$ cat src/rtl/xbank_pkg.sv
package xbank_pkg;
    localparam int LO_W   = 8;
    localparam int HI_W   = 3;
    localparam int BANK_W = LO_W + HI_W;
    localparam int ADR_W  = 8;

    typedef struct packed {
        logic [HI_W-1:0] hi;
        logic [LO_W-1:0] lo;
    } bank_t;
endpackage

$ cat src/rtl/xbank_decode.sv
module xbank_decode
    import xbank_pkg::*;
(
    input  logic             clk,
    input  logic             rst_n,
    input  logic             io_sel,
    input  logic             wr_en,
    input  logic             rd_en,
    input  logic [ADR_W-1:0] addr,
    output logic             wr_hit,
    output logic             rd_lo_hit,
    output logic             rd_hi_hit
);
    localparam int SEL_W = ADR_W - HI_W;

    logic [SEL_W-1:0] upper;
    logic             in_store;
    logic             in_hi;

    always_comb begin
        upper     = addr[ADR_W-1:HI_W];
        in_store  = (upper == SEL_W'(0));
        in_hi     = (upper == SEL_W'(1));
        wr_hit    = io_sel && wr_en && in_store;
        rd_lo_hit = io_sel && rd_en && in_store;
        rd_hi_hit = io_sel && rd_en && in_hi;
    end


    unmapped_rd_chk: assert property (@(posedge clk) disable iff (!rst_n)
        (addr[ADR_W-1:4] != '0) |-> !(rd_lo_hit || rd_hi_hit));


    rd_excl_chk: assert property (@(posedge clk) disable iff (!rst_n)
        $onehot0({rd_lo_hit, rd_hi_hit}));
endmodule

$ cat src/rtl/xbank_store.sv
module xbank_store
    import xbank_pkg::*;
#(
    parameter int HI_IMPL = 3
) (
    input  logic            clk,
    input  logic            rst_n,
    input  logic            we,
    input  logic [LO_W-1:0] lo_in,
    input  logic [HI_W-1:0] hi_in,
    output bank_t           bank_o
);
    logic [HI_W-1:0] hi_mask;

    genvar gi;
    generate
        for (gi = 0; gi < HI_W; gi++) begin : g_mask
            if (gi < HI_IMPL) begin : g_on
                assign hi_mask[gi] = 1'b1;
            end else begin : g_off
                assign hi_mask[gi] = 1'b0;
            end
        end
    endgenerate

    bank_t st_d, st_q;

    always_comb begin
        st_d = st_q;
        if (we) begin
            st_d.lo = lo_in;
            st_d.hi = hi_in & hi_mask;
        end
    end

    always_ff @(posedge clk or negedge rst_n) begin
        if (!rst_n) st_q <= '0;
        else        st_q <= st_d;
    end

    assign bank_o = st_q;


    lo_load_chk: assert property (@(posedge clk) disable iff (!rst_n)
        we |=> (st_q.lo == $past(lo_in)));


    hi_load_chk: assert property (@(posedge clk) disable iff (!rst_n)
        we |=> (st_q.hi == ($past(hi_in) & hi_mask)));


    hold_chk: assert property (@(posedge clk) disable iff (!rst_n)
        !we |=> $stable(st_q));
endmodule

$ cat src/rtl/xbank_readmux.sv
module xbank_readmux
    import xbank_pkg::*;
(
    input  logic            clk,
    input  logic            rst_n,
    input  logic            rd_lo_hit,
    input  logic            rd_hi_hit,
    input  logic            mute,
    input  bank_t           bank_i,
    output logic [LO_W-1:0] rdata,
    output logic            oe
);
    always_comb begin
        oe    = (rd_lo_hit || rd_hi_hit) && !mute;
        rdata = '0;
        if (oe) begin
            if (rd_lo_hit) rdata = bank_i.lo;
            else           rdata = {{(LO_W-HI_W){1'b0}}, bank_i.hi};
        end
    end


    mute_chk: assert property (@(posedge clk) disable iff (!rst_n)
        mute |-> (!oe && rdata == '0));


    hi_pad_chk: assert property (@(posedge clk) disable iff (!rst_n)
        (oe && rd_hi_hit) |-> (rdata[LO_W-1:HI_W] == '0));


    idle_chk: assert property (@(posedge clk) disable iff (!rst_n)
        !oe |-> (rdata == '0));
endmodule

$ cat src/rtl/xbank_regfile.sv
module xbank_regfile
    import xbank_pkg::*;
#(
    parameter int HI_IMPL = 3
) (
    input  logic              clk,
    input  logic              rst_n,
    input  logic              io_sel,
    input  logic              wr_en,
    input  logic              rd_en,
    input  logic [7:0]        addr,
    input  logic [7:0]        wdata,
    input  logic              readback_mute,
    output logic [10:0]       bank,
    output logic [7:0]        rdata,
    output logic              rdata_oe
);
    logic  wr_hit, rd_lo_hit, rd_hi_hit;
    bank_t bank_s;

    xbank_decode u_dec (
        .clk       (clk),
        .rst_n     (rst_n),
        .io_sel    (io_sel),
        .wr_en     (wr_en),
        .rd_en     (rd_en),
        .addr      (addr),
        .wr_hit    (wr_hit),
        .rd_lo_hit (rd_lo_hit),
        .rd_hi_hit (rd_hi_hit)
    );

    xbank_store #(.HI_IMPL(HI_IMPL)) u_store (
        .clk    (clk),
        .rst_n  (rst_n),
        .we     (wr_hit),
        .lo_in  (wdata),
        .hi_in  (addr[HI_W-1:0]),
        .bank_o (bank_s)
    );

    xbank_readmux u_rmux (
        .clk       (clk),
        .rst_n     (rst_n),
        .rd_lo_hit (rd_lo_hit),
        .rd_hi_hit (rd_hi_hit),
        .mute      (readback_mute),
        .bank_i    (bank_s),
        .rdata     (rdata),
        .oe        (rdata_oe)
    );

    assign bank = bank_s;


    mute_write_chk: assert property (@(posedge clk) disable iff (!rst_n)
        (readback_mute && io_sel && wr_en && addr[7:3] == 5'd0)
            |=> (bank[7:0] == $past(wdata)));
endmodule

$ cat config.mk
export PLATFORM = sky130hd
export DESIGN_NAME = xbank_regfile
export DESIGN_NICKNAME = d
export VERILOG_FILES = /design/src/rtl/xbank_pkg.sv /design/src/rtl/xbank_decode.sv /design/src/rtl/xbank_store.sv /design/src/rtl/xbank_readmux.sv /design/src/rtl/xbank_regfile.sv
export SDC_FILE = /design/constraint.sdc
export NUM_CORES = 1
export LEC_CHECK = 0
export BUFFER_PORTS_ARGS = -buffer_cell sky130_fd_sc_hd__buf_4
export CAP_MARGIN = 20
export CORE_AREA = 2 2 43 45
export CTS_BUF_LIST = sky130_fd_sc_hd__clkbuf_16
export DETAILED_ROUTE_END_ITERATION = 12
export DIE_AREA = 0 0 45 47
export PLACE_DENSITY = 0.7
export SLEW_MARGIN = 40
export SYNTH_ARGS = -nofsm -noshare
export SYNTH_HDL_FRONTEND = slang
export SYNTH_SLANG_ARGS = --single-unit
$ cat constraint.sdc
create_clock -name clk -period 1.27 [get_ports clk]
set_clock_uncertainty 0.2 [all_clocks]
set_input_delay 0.127 -clock clk [delete_from_list [all_inputs] [get_ports clk]]
set_output_delay 0.127 -clock clk [all_outputs]
set_load 0.03 [all_outputs]
==> impl_metrics.ini <==
[logic_synthesis]
ys_types = 13
netlist_top_cells_area = dfrtp_1, mux2_4, and2_1
synth-xor-area-share = 0
yosys.area.top_type = dfrtp_1
syn_area_um2 = 583
ys_ff_latch = 11
yosysWarnings = 0
syn_area_per_cell_um2 = 13.9
synthMuxAreaShare = 0.328
synth_cells = 42
synth_fa_ha_area_frac = 0
synth_top_family_by_area = multiplexers
synthSimpleGateAreaFrac = 0.165
synth-seq-area-share = 0.472
synth_top_area_frac = 0.472
synth-compound-area-share = 0
syn_nets = 64

[routing]
drt-total-wl_mm = 1.94
dr.pass1.iters = 4
drt_iter0_drc = 2
vias_per_cell = 4.71
wl_per_cell_um = 15.4
drc = 0
detail-route-antenna-nets = 0
num_vias = 593

[sta]
finalSetupTns_ns = -0.547
hold_viol = 0
setup_viol = 10
maxSlewHeadroom = 0.848
period_minus_slack_ns = 1.37
setup_slack_ns = -0.104
fmax_mhz = 728
rsz0062_at_grt = true
tightest_slew_ns = 0.223
slew_violations = 0
min_period_over_period = 1.08

[setup_path]
critical_path.endpoint_type = primary output
crit_path_top_delay_cell = dfrtp_1
cp.required_ns = 0.94
critPathKind = reg2out
start_kind = flop
max_stage_delay_ns = 0.39
crit_family = flip-flops
crit_chain = mux2i_2 -> nor2_4 -> buf_6
critPathArrivalTime_ns = 1.05
cp_max_fo = 2
path_buf_inv = 1

[cts]
clockBufferDepth = 2
cts_buffers = 3
numClockSinks = 11
htree_levels = 1
clockRootBuffer = clkbuf_16
path_clk_slew_ns = 0.04
cts_tree = built
insertion_delay_ns = 0.24

[cells_and_area]
layout_commonest_cell = buf_4
largest_register_ffs = 11
layout_common_cells = buf_4, buf_6, dlygate4sd3_1, dfrtp_1, mux2_4
drive_above_1_share = 0.761
syn2layout_area_growth_pct = 130
final-seq-area_um2 = 275
nNetsFinal = 132
multi_input_area_um2 = 353
final_util = 0.811
fillerInstances = 95
antennaDiodeCount = 0
layoutNonFillerInstCount = 126

[die]
fp.dieArea_um2 = 2120
start_util = 0.353
dieWidth_um = 45
die_h_um = 47
num_rows = 15
core_um2 = 1650
pin_count = 42

[grt]
grt_max_degree = 12
grt.overflow.total = 0
grt_pass1_wl_mm = 2.58
track_usage = 0.179
antenna_found_initial = 0
first_global_vias = 603

[placement]
post-dp-hpwl_mm = 1.13
place_congestion = 0.695
portBuffers = 41
dpl.cell_count = 100

[power]
leakagePower_nw = 0.710
p_per_area_nw_per_um2 = 1080
ir_drop_mv = 0.879

[outcome]
failed_checks = setup timing
outcome = complete, but fails checks

[job]
maxCapViolations = 0

[min_path]
min_path_type = in2async
[path summary, 6_finish.rpt]
path / from / endpoint / slack, ns / depth (start not counted)
max in group asynchronous: rst_n / u_store.bank_o[4]$_DFFE_PN0P_ / 0.66 / 2
setup reg to reg: u_store.bank_o[9]$_DFFE_PN0P_ / u_store.bank_o[9]$_DFFE_PN0P_ / 0.15 / 2
min in group clk: wr_en / u_store.bank_o[2]$_DFFE_PN0P_ / 0.23 / 4
setup / recovery: u_store.bank_o[9]$_DFFE_PN0P_ / rdata[1] / -0.10 / 3
hold reg to reg: u_store.bank_o[5]$_DFFE_PN0P_ / u_store.bank_o[5]$_DFFE_PN0P_ / 0.34 / 1
hold / removal: rst_n / u_store.bank_o[9]$_DFFE_PN0P_ / 0.06 / 2
[per-layer routing]
layer  part of all wire  track usage
met3              0.078       0.0423
met4                  0       0.0706
met5                  0            0
met2               0.54        0.326
met1               0.38        0.202
[synth_stat cells]
cell type	count
nor2_1	5
mux2_4	10
buf_2	1
nand4b_1	1
and4_2	1
mux2_2	1
inv_1	1
buf_6	1
and2_1	5
mux2i_1	3
nor3b_2	1
dfrtp_1	11
nand4b_2	1
[through the flow]
step                setup slack [ns]  hold WS, ns  cell area, um2  power (mW)
floorplan                    0.00933       -0.369             597       0.618
global placement              -0.170       -0.236             937       0.766
detailed placement            -0.169       -0.234             937       0.776
CTS                          -0.0608       0.0694            1270        1.42
global route                  -0.138       0.0851            1340        1.51
finish                        -0.104       0.0625            1340        1.45
[cell type report]
type,count,share of cell area
clock buffer,3,0.0560
clock inverter,1,0.00280
multi-input combinational,28,0.263
timing repair buffer,65,0.454
tap,17,0.0159
sequential,11,0.205
inverter,1,0.00280
[worst register-to-register path, delay by kind of cell (launching register included)]
| kind | cells | cell delay, ns |
|---|---|---|
| flip-flops | 1 | 0.39 |
| buffers and inverters | 1 | 0.15 |
| multiplexers | 1 | 0.26 |
[timing repair]
item                                    4_1_cts  5_1_grt
hold endpoints to repair                     22        0
cloned                                        0        1
hold buffers                                 12        0
pin swaps                                     8        5
endpoints found under the setup margin        9       22
setup buffers                                 9        0
gates resized for setup                      21       10
[power by group]
| part | switching (mW) | total (mW) | internal (mW) |
|---|---|---|---|
| Clock | 0.150 | 0.563 | 0.413 |
| Sequential | 0.0392 | 0.438 | 0.399 |
| Combinational | 0.201 | 0.450 | 0.249 |
| Total | 0.390 | 1.45 | 1.06 |
[logic make-up (layout without fill, tap and decap cells)]
group                  count (synthesis)  after routing
muxes                                 14             14
DFF                                   11             11
and+or+nand+nor                       14             14
buffers and inverters                  3             70
No activity file was read; power rests on OpenSTA's default activity.
